## src/rtl/br_pkg.sv

```systemverilog
package br_pkg;

   // Branch kind: bit 1 = conditional, bit 0 = absolute addressing
   typedef enum logic [1:0] {
      BK_JUMP_REL = 2'b00,
      BK_JUMP_ABS = 2'b01,
      BK_COND_REL = 2'b10,
      BK_COND_ABS = 2'b11
   } br_kind_e;

   // Option field bit positions (decoded by the test stages)
   localparam int OPT_SKIP_COND = 4;
   localparam int OPT_WANT_SET  = 3;
   localparam int OPT_SKIP_CNT  = 2;
   localparam int OPT_WANT_ZERO = 1;

endpackage

```

## src/rtl/br_count_test.sv

```systemverilog
module br_count_test #(
   parameter int W = 32
) (
   input  logic [W-1:0] cnt_q,
   input  logic         is_cond,
   input  logic         skip_cnt,
   input  logic         want_zero,
   output logic         cnt_ok,
   output logic         dec_req,
   output logic [W-1:0] cnt_dec
);
   logic hit_zero;

   assign cnt_dec  = cnt_q - W'(1);
   assign hit_zero = (cnt_dec == '0);
   assign dec_req  = is_cond & ~skip_cnt;

   always_comb begin
      if (skip_cnt) cnt_ok = 1'b1;
      else          cnt_ok = (hit_zero == want_zero);
   end
endmodule

```

## src/rtl/br_cond_test.sv

```systemverilog
module br_cond_test #(
   parameter int W = 32,
   localparam int SEL_W = $clog2(W)
) (
   input  logic [W-1:0]     cond_reg,
   input  logic [SEL_W-1:0] cond_sel,
   input  logic             skip_cond,
   input  logic             want_set,
   output logic             cond_ok
);
   logic [SEL_W-1:0] bit_idx;
   logic             picked;

   assign bit_idx = SEL_W'(W - 1) - cond_sel;
   assign picked  = cond_reg[bit_idx];
   assign cond_ok = skip_cond | (picked == want_set);
endmodule

```

## src/rtl/br_target_gen.sv

```systemverilog
module br_target_gen #(
   parameter int W        = 32,
   parameter int LONG_W   = 24,
   parameter int SHORT_W  = 14,
   parameter int SHIFT    = 2,
   parameter bit SHARED_ADDER = 1'b1
) (
   input  logic               is_cond,
   input  logic               is_abs,
   input  logic [LONG_W-1:0]  disp_long,
   input  logic [SHORT_W-1:0] disp_short,
   input  logic [W-1:0]       pc,
   output logic [W-1:0]       target
);
   localparam int LONG_EXT  = W - LONG_W - SHIFT;
   localparam int SHORT_EXT = W - SHORT_W - SHIFT;

   logic [W-1:0] ext_long;
   logic [W-1:0] ext_short;

   assign ext_long  = {{LONG_EXT{disp_long[LONG_W-1]}},   disp_long,  {SHIFT{1'b0}}};
   assign ext_short = {{SHORT_EXT{disp_short[SHORT_W-1]}}, disp_short, {SHIFT{1'b0}}};

   generate
      if (SHARED_ADDER) begin : g_shared
         // One adder behind a displacement mux
         logic [W-1:0] ext_sel;
         logic [W-1:0] base;
         assign ext_sel = is_cond ? ext_short : ext_long;
         assign base    = is_abs ? '0 : pc;
         assign target  = base + ext_sel;
      end else begin : g_split
         // Two adders in parallel, mux after the sums
         logic [W-1:0] sum_long;
         logic [W-1:0] sum_short;
         logic [W-1:0] rel_t;
         logic [W-1:0] abs_t;
         assign sum_long  = pc + ext_long;
         assign sum_short = pc + ext_short;
         assign rel_t     = is_cond ? sum_short : sum_long;
         assign abs_t     = is_cond ? ext_short : ext_long;
         assign target    = is_abs ? abs_t : rel_t;
      end
   endgenerate
endmodule

```

## src/rtl/branch_resolver.sv

```systemverilog
module branch_resolver #(
   parameter int W          = 32,
   parameter int OPT_W      = 5,
   parameter int LONG_W     = 24,
   parameter int SHORT_W    = 14,
   parameter int SHIFT      = 2,
   parameter int INSN_BYTES = 4,
   parameter bit SHARED_ADDER = 1'b1,
   localparam int SEL_W     = $clog2(W)
) (
   input  logic               clk,
   input  logic               rst,
   input  logic               cnt_load_en,
   input  logic [W-1:0]       cnt_load_val,
   input  logic               br_valid,
   input  logic [1:0]         br_kind,
   input  logic [OPT_W-1:0]   br_opt,
   input  logic [SEL_W-1:0]   cond_sel,
   input  logic [LONG_W-1:0]  disp_long,
   input  logic [SHORT_W-1:0] disp_short,
   input  logic [W-1:0]       cond_reg,
   input  logic [W-1:0]       pc,
   output logic               taken,
   output logic [W-1:0]       target,
   output logic [W-1:0]       next_pc,
   output logic [W-1:0]       cnt_value
);
   import br_pkg::*;

   generate
      if (OPT_W <= OPT_SKIP_COND) begin : g_bad_opt
         $error("option field too narrow");
      end
      if (LONG_W + SHIFT > W || SHORT_W + SHIFT > W) begin : g_bad_disp
         $error("displacement does not fit the word");
      end
      if ((1 << SEL_W) != W) begin : g_bad_w
         $error("word width must be a power of two");
      end
   endgenerate

   logic         is_cond, is_abs;
   logic         cnt_ok, cond_ok, dec_req;
   logic [W-1:0] cnt_q, cnt_dec, cnt_d;
   logic [OPT_W-1:0] unused_opt;

   assign is_cond    = br_kind[1];
   assign is_abs     = br_kind[0];
   assign unused_opt = br_opt;

   br_count_test #(.W(W)) u_cnt (
      .cnt_q     (cnt_q),
      .is_cond   (is_cond),
      .skip_cnt  (br_opt[OPT_SKIP_CNT]),
      .want_zero (br_opt[OPT_WANT_ZERO]),
      .cnt_ok    (cnt_ok),
      .dec_req   (dec_req),
      .cnt_dec   (cnt_dec)
   );

   br_cond_test #(.W(W)) u_cond (
      .cond_reg  (cond_reg),
      .cond_sel  (cond_sel),
      .skip_cond (br_opt[OPT_SKIP_COND]),
      .want_set  (br_opt[OPT_WANT_SET]),
      .cond_ok   (cond_ok)
   );

   br_target_gen #(
      .W(W), .LONG_W(LONG_W), .SHORT_W(SHORT_W), .SHIFT(SHIFT),
      .SHARED_ADDER(SHARED_ADDER)
   ) u_tgt (
      .is_cond    (is_cond),
      .is_abs     (is_abs),
      .disp_long  (disp_long),
      .disp_short (disp_short),
      .pc         (pc),
      .target     (target)
   );

   assign taken   = br_valid & (~is_cond | (cnt_ok & cond_ok));
   assign next_pc = taken ? target : pc + W'(INSN_BYTES);

   always_comb begin
      if (cnt_load_en)             cnt_d = cnt_load_val;
      else if (br_valid & dec_req) cnt_d = cnt_dec;
      else                         cnt_d = cnt_q;
   end

   always_ff @(posedge clk) begin
      if (rst) cnt_q <= '0;
      else     cnt_q <= cnt_d;
   end

   assign cnt_value = cnt_q;

   p_load_wins_r2: assert property (@(posedge clk) disable iff (rst)
      cnt_load_en |=> cnt_value == $past(cnt_load_val));

   p_cnt_hold_r3: assert property (@(posedge clk) disable iff (rst)
      (br_valid && is_cond && br_opt[OPT_SKIP_CNT] && !cnt_load_en) |=> $stable(cnt_value));

   p_cnt_dec_r4: assert property (@(posedge clk) disable iff (rst)
      (br_valid && is_cond && !br_opt[OPT_SKIP_CNT] && !cnt_load_en)
      |=> cnt_value == $past(cnt_value) - W'(1));

   p_jump_taken_r6: assert property (@(posedge clk) disable iff (rst)
      (br_valid && !is_cond) |-> taken);

   p_jump_keeps_cnt_r6: assert property (@(posedge clk) disable iff (rst)
      (br_valid && !is_cond && !cnt_load_en) |=> $stable(cnt_value));

   p_idle_r10: assert property (@(posedge clk) disable iff (rst)
      !br_valid |-> !taken);

   p_idle_cnt_r10: assert property (@(posedge clk) disable iff (rst)
      (!br_valid && !cnt_load_en) |=> $stable(cnt_value));
endmodule

```

## config.mk

```make
export PLATFORM = sky130hd
export DESIGN_NAME = branch_resolver
export DESIGN_NICKNAME = d
export VERILOG_FILES = /design/src/rtl/br_pkg.sv /design/src/rtl/br_count_test.sv /design/src/rtl/br_cond_test.sv /design/src/rtl/br_target_gen.sv /design/src/rtl/branch_resolver.sv
export SDC_FILE = /design/constraint.sdc
export NUM_CORES = 1
export LEC_CHECK = 0
export BUFFER_PORTS_ARGS = -buffer_cell sky130_fd_sc_hd__buf_2
export CAP_MARGIN = 0
export CORE_MARGIN = 8
export CORE_UTILIZATION = 45
export CTS_CLUSTER_SIZE = 8
export DETAILED_ROUTE_END_ITERATION = 8
export GPL_ROUTABILITY_DRIVEN = 1
export PLACE_DENSITY = 0.78
export RECOVER_POWER = 25
export SYNTH_ARGS = -nofsm -noshare
export SYNTH_HDL_FRONTEND = slang
export SYNTH_SLANG_ARGS = --single-unit
```

## constraint.sdc

```tcl
create_clock -name clk -period 7.8 [get_ports clk]
set_input_delay 1.56 -clock clk [delete_from_list [all_inputs] [get_ports clk]]
set_output_delay 1.56 -clock clk [all_outputs]
set_load 0.01 [all_outputs]
```

# Yosys cells after proc, flatten, opt, wreduce, memory -nomap -nowiden
# Cells that the tools add are included.
# classes
add_sub_neg	4
n_lt_le_gt_ge	1
eq_ne	2
muxes	8
bitwise	8
n_reduce_logical	2
# ops
operator	n
$mux 32	5
$add 32x3->32 const B	1
$add 32x32->32	1
$logic_not 32->1	1
$sub 32x1->32 const B	1
$lt 5x6->1 const B	1
$bmux 1 s5	1
$sub 5x5->5 const A	1
$and 1x1->1	4
$eq 1x1->1	2
$mux 1	2
$not 1->1	2
$or 1x1->1	2
$reduce_bool 2->1	1
# word_totals
ff_bits	32
input_bits	150
out_inout_bits	97
wordCells	26

# Logic depth before layout (Yosys ltp)
# depth
depth_word	9
mapped_depth	13

# Hierarchy
# Synthesis repeated with hierarchy kept, for this count alone.
# hier_totals
cells_unflattened	846
hier_area_um2	6069.6
# by_module_without_submodules
mod	n_inst	cells_each	area_each_um2	seq_area_each_um2
branch_resolver	1	314	2383.5	640.6
br_target_gen	1	347	2324.7	0.0
br_count_test	1	141	1013.5	0.0
br_cond_test	1	44	347.8	0.0

# Worst setup path after synthesis
# OpenSTA, ideal clock, no wires.
# synth_path
path_type	input -> output
startpoint	input port br_kind[1]
endpoint	output port next_pc[29]
t_arrival_ns	4.668
required_ns	6.240
path_slack_ns	1.572
stages	13
n_path_buf	2
cell_sequence	clkbuf_1 > buf_1 > mux2i_1 > inv_1 > ha_1 > a211oi_1 > o21ai_0 > a31oi_1 > o21a_1 > o21ai_0 > a21o_1 > a311o_1 > mux2_4
# synth_between
elab_cells_between_ends	6
cone_classes	add/sub: 1; mux: 2; bitwise: 3
# synth_lines
item	line	text
start, declared	branch_resolver.sv:16	input logic [1:0] br_kind,
$mux 32	br_target_gen.sv:29	assign ext_sel = is_cond ? ext_short : ext_long;
$add 32x32->32	br_target_gen.sv:31	assign target = base + ext_sel;
net target[29]	branch_resolver.sv:24	output logic [W-1:0] target,
$mux 32	branch_resolver.sv:82	assign next_pc = taken ? target : pc + W'(INSN_BYTES);
end, declared	branch_resolver.sv:25	output logic [W-1:0] next_pc,
# The timed path passes the listed nets, and every way through them passes these cells.

# Worst setup path in the final report
# layout_path
startpoint	input port br_kind[1]
endpoint	output port next_pc[28]
# layout_between
elab_chain_cells	4
elab_cells_between_ends	6
cone_classes	add/sub: 1; mux: 2; bitwise: 3
# layout_rtl
item	line
branches (longest 3 deep; another with $add 32x32->32)	n/a
$mux 32 *	branch_resolver.sv:82
# Every way passes the cells marked *.

==> impl_results.md <==
- DRC violations left: 0
- Max clock buf depth: 2
- DP Area: 6630 sq um
- Final Instance Area: 6770 sq um
- Post-synthesis async set-or-reset flop share: 0%
- Initial core utilization: 46.4%
- Max stage delay cell, worst path: mux2_2
- Max IR drop VDD: 150 uV
- Initial antenna violation count: 3
- Post-CTS Setup Bufs: 0
- Root buf cell: clkbuf_16
- Crit path arrival time: 5020 ps
- Routability cong.: around 0.89
- Max-cap viol count: 0
- Drt pass-1 iters: 5
- Worst-Margin Slew: 1010 ps
- Largest register FFs: 32
- Largest net degree at the start of global routing: 39
- FF-to-FF setup slack: 4960 ps
- Core Footprint: 11500 sq um
- Setup CP Type: input pin to output pin
- Layout Cells excl Fill: between 1000 and 1500
- # fillers: 1111
- WP buf/inv: 3
- Io pins: 247
- Final min period: ~6600 ps
- Placed Instances: 1060
- Crit path launch type: input pin
- Final setup fails: 0
- Clk_skew: between 2 and 2.5 ps
- Die area: 15600 sq um
- Cell Area, Synth: 5320 sq um
- Rows: 39
- Syn nets: 877
- Final net count: 1107
- Synth Instances: 694
- Fin Setup TNS: 0 ps
- Vias in the first global route: 5911
- Clk slew on worst S/H paths: 50 ps
- CP delay by family, top: compound AO/OA/AOI/OAI gates
- Via density: 5.55
- Post-synth EDFFs: 0
- TritonCTS clock tree: done
- FF+latch count, synth: 32
- Layout cells sized above 1: 31.0%
- CTS Buf Count: 5
- CP max stage delay: 390 ps
- Post-Syn Area per Cell: 7.66 sq um
- Final hold vios: 0
- Crit end category: output pin
- Final WL: 17800 um
- First-pass GRT wire length: 29000 um
- Ys flop type: dfxtp_1
- Worst path required time: 6240 ps
- Final Max Slew Viols: 0
- Design Power: between 0.9 and 1 mW
- Fmax: 0.152 GHz
- GRT Util Overall: 21.6%
- CP Max Fanout: 19
- Remaining global-route overflow: 0
- Worst Hold Class: flop to flop
- Seq/Total Area, Yosys: 12.0%
- Post_cts resized: 0
- DP HPWL: 14800 um
- Routed wire per std cell: 16.7 um
- Die Span Y: 125 um
- Sink Count: 32
- Area grow syn2layout: 27.3%
- Clock Latency Late Sink: roughly 280 ps
- Antenna-violating nets left: 0
- CP Cell Sequence: buf_2 > mux2_2 > ha_1 > inv_1 > fa_1 > nor2b_1 > o31a_1 > o31ai_1 > a31oi_1 > a31oi_1 > o2111ai_1 > xor2_1 > mux2_4 > buf_2
- Final Util: 59.0%
- Port bufs: between 200 and 250
- Pwr Density: 137 nW/um^2
- Total leakage power: about 3.3 nW
- Worst rel slew slack: about a third
- RSZ-0062 raised after global routing: no
- Die X: about 120 um
- # hold bufs at CTS: 0
- H-tree Lvls: 2
- Netlist cell types: 67
- Status: finished clean
- Vias: 5938
- Iter 0 DRT Violations: 343
- Final period util: 84.4%
- Synth warnings: 0
[final timing paths]
kind                  from             to  cells past startpoint
max             br_kind[1]    next_pc[28]                     14
min          cnt_value[31]  cnt_value[31]                      2
max reg2reg   cnt_value[0]  cnt_value[28]                     10
min reg2reg  cnt_value[31]  cnt_value[31]                      2
[layout make-up]
cell class	count	area, sq um	share of cell area [%]
Clock inverter	1	30.0	0.444
Multi-Input combinational cell	603	4430	65.4
Tap cell	143	179	2.64
Inverter	34	128	1.89
Sequential cell	32	641	9.46
Antenna cell	1	2.50	0.0370
Clock buffer	7	153	2.25
Timing Repair Buffer	248	1210	17.9
[cells by family (layout without fill, tap and decap cells)]
kind of cell | Yosys count | after routing | share of synthesized area [%]
AO/OA/AOI/OAI | 139 | 139 | 16.7
flip-flops | 32 | 32 | 12.0
adder cells (fa/ha/maj) | 33 | 33 | 7.91
multiplexers | 59 | 59 | 16.1
other | 0 | 1 | 0
XOR/XNOR | 88 | 88 | 14.5
buffers and inverters | 59 | 290 | 4.68
AND/OR/NAND/NOR | 284 | 284 | 28.1
[layer usage]
metal  up-vias  GRT usage [%]  part of all wire, %
li1       2954              -                    -
met1      2736           25.9                   43
met2       228           37.8                   48
met3        16           6.17                  8.4
met4         4           3.40                 0.68
met5         -              0                 0.11
[cell usage after synthesis (4+ instances only)]
cell type,number,area (sq um)
or3_1,6,37.5
nand4_1,12,75.1
mux4_2,10,225
mux2i_1,11,110
mux2_4,25,375
nor3b_1,5,37.5
ha_1,32,400
buf_1,4,15.0
a21o_1,16,120
buf_2,4,20.0
o31ai_1,6,45.0
nand3b_1,4,30.0
dfxtp_1,32,641
xor2_1,38,333
nand2b_1,7,43.8
nor4_1,8,50.1
a31oi_1,6,37.5
inv_1,32,120
nor2_1,86,323
mux2_2,12,135
nor2b_1,34,213
nand3_1,19,95.1
clkbuf_1,14,52.6
and3_1,11,68.8
a21oi_1,41,205
nand2_1,48,180
xnor2_1,50,438
o21ai_0,32,160
o21a_1,4,30.0
a211oi_1,9,67.6
nor3_1,21,105
[worst register-to-register path, delay by kind of cell, from the launching register on]
kind	cells	cell delay, ps
buffers and inverters	1	100
muxes	1	140
and+or+nand+nor	6	1770
adders and majority gates	1	230
xor gates and xnor gates	1	110
DFF	1	350
[cells in the final DEF, fill, tap and decap left out, types with 12 or more instances in the layout]
| master | count |
|---|---|
| nor2b_1 | 34 |
| mux2_4 | 25 |
| a21oi_1 | 41 |
| nand3_1 | 19 |
| nor3_1 | 21 |
| inv_1 | 32 |
| o21ai_0 | 32 |
| a21o_1 | 16 |
| xor2_1 | 38 |
| ha_1 | 32 |
| nand2_1 | 48 |
| mux2_2 | 12 |
| clkbuf_1 | 32 |
| buf_2 | 213 |
| xnor2_1 | 50 |
| nand4_1 | 12 |
| nor2_1 | 86 |
| dfxtp_1 | 32 |
[power by group]
part / switching [mW] / internal [mW] / leakage (nW)
clock network: 0.0738 / 0.168 / 0.0901
registers: 0.0183 / 0.174 / 0.264
logic: 0.266 / 0.230 / 2.90
[metrics by stage]
| stage | worst slack (ps) | hold WS [ps] |
|---|---|---|
| CTS | 1250 | 599 |
| global route | 986 | 662 |
| global placement | 1260 | 578 |
| finish | 1220 | 607 |
| floorplan | 1570 | 589 |
| detailed placement | 1260 | 577 |
Note: power is estimated with default switching activity, not from simulation.
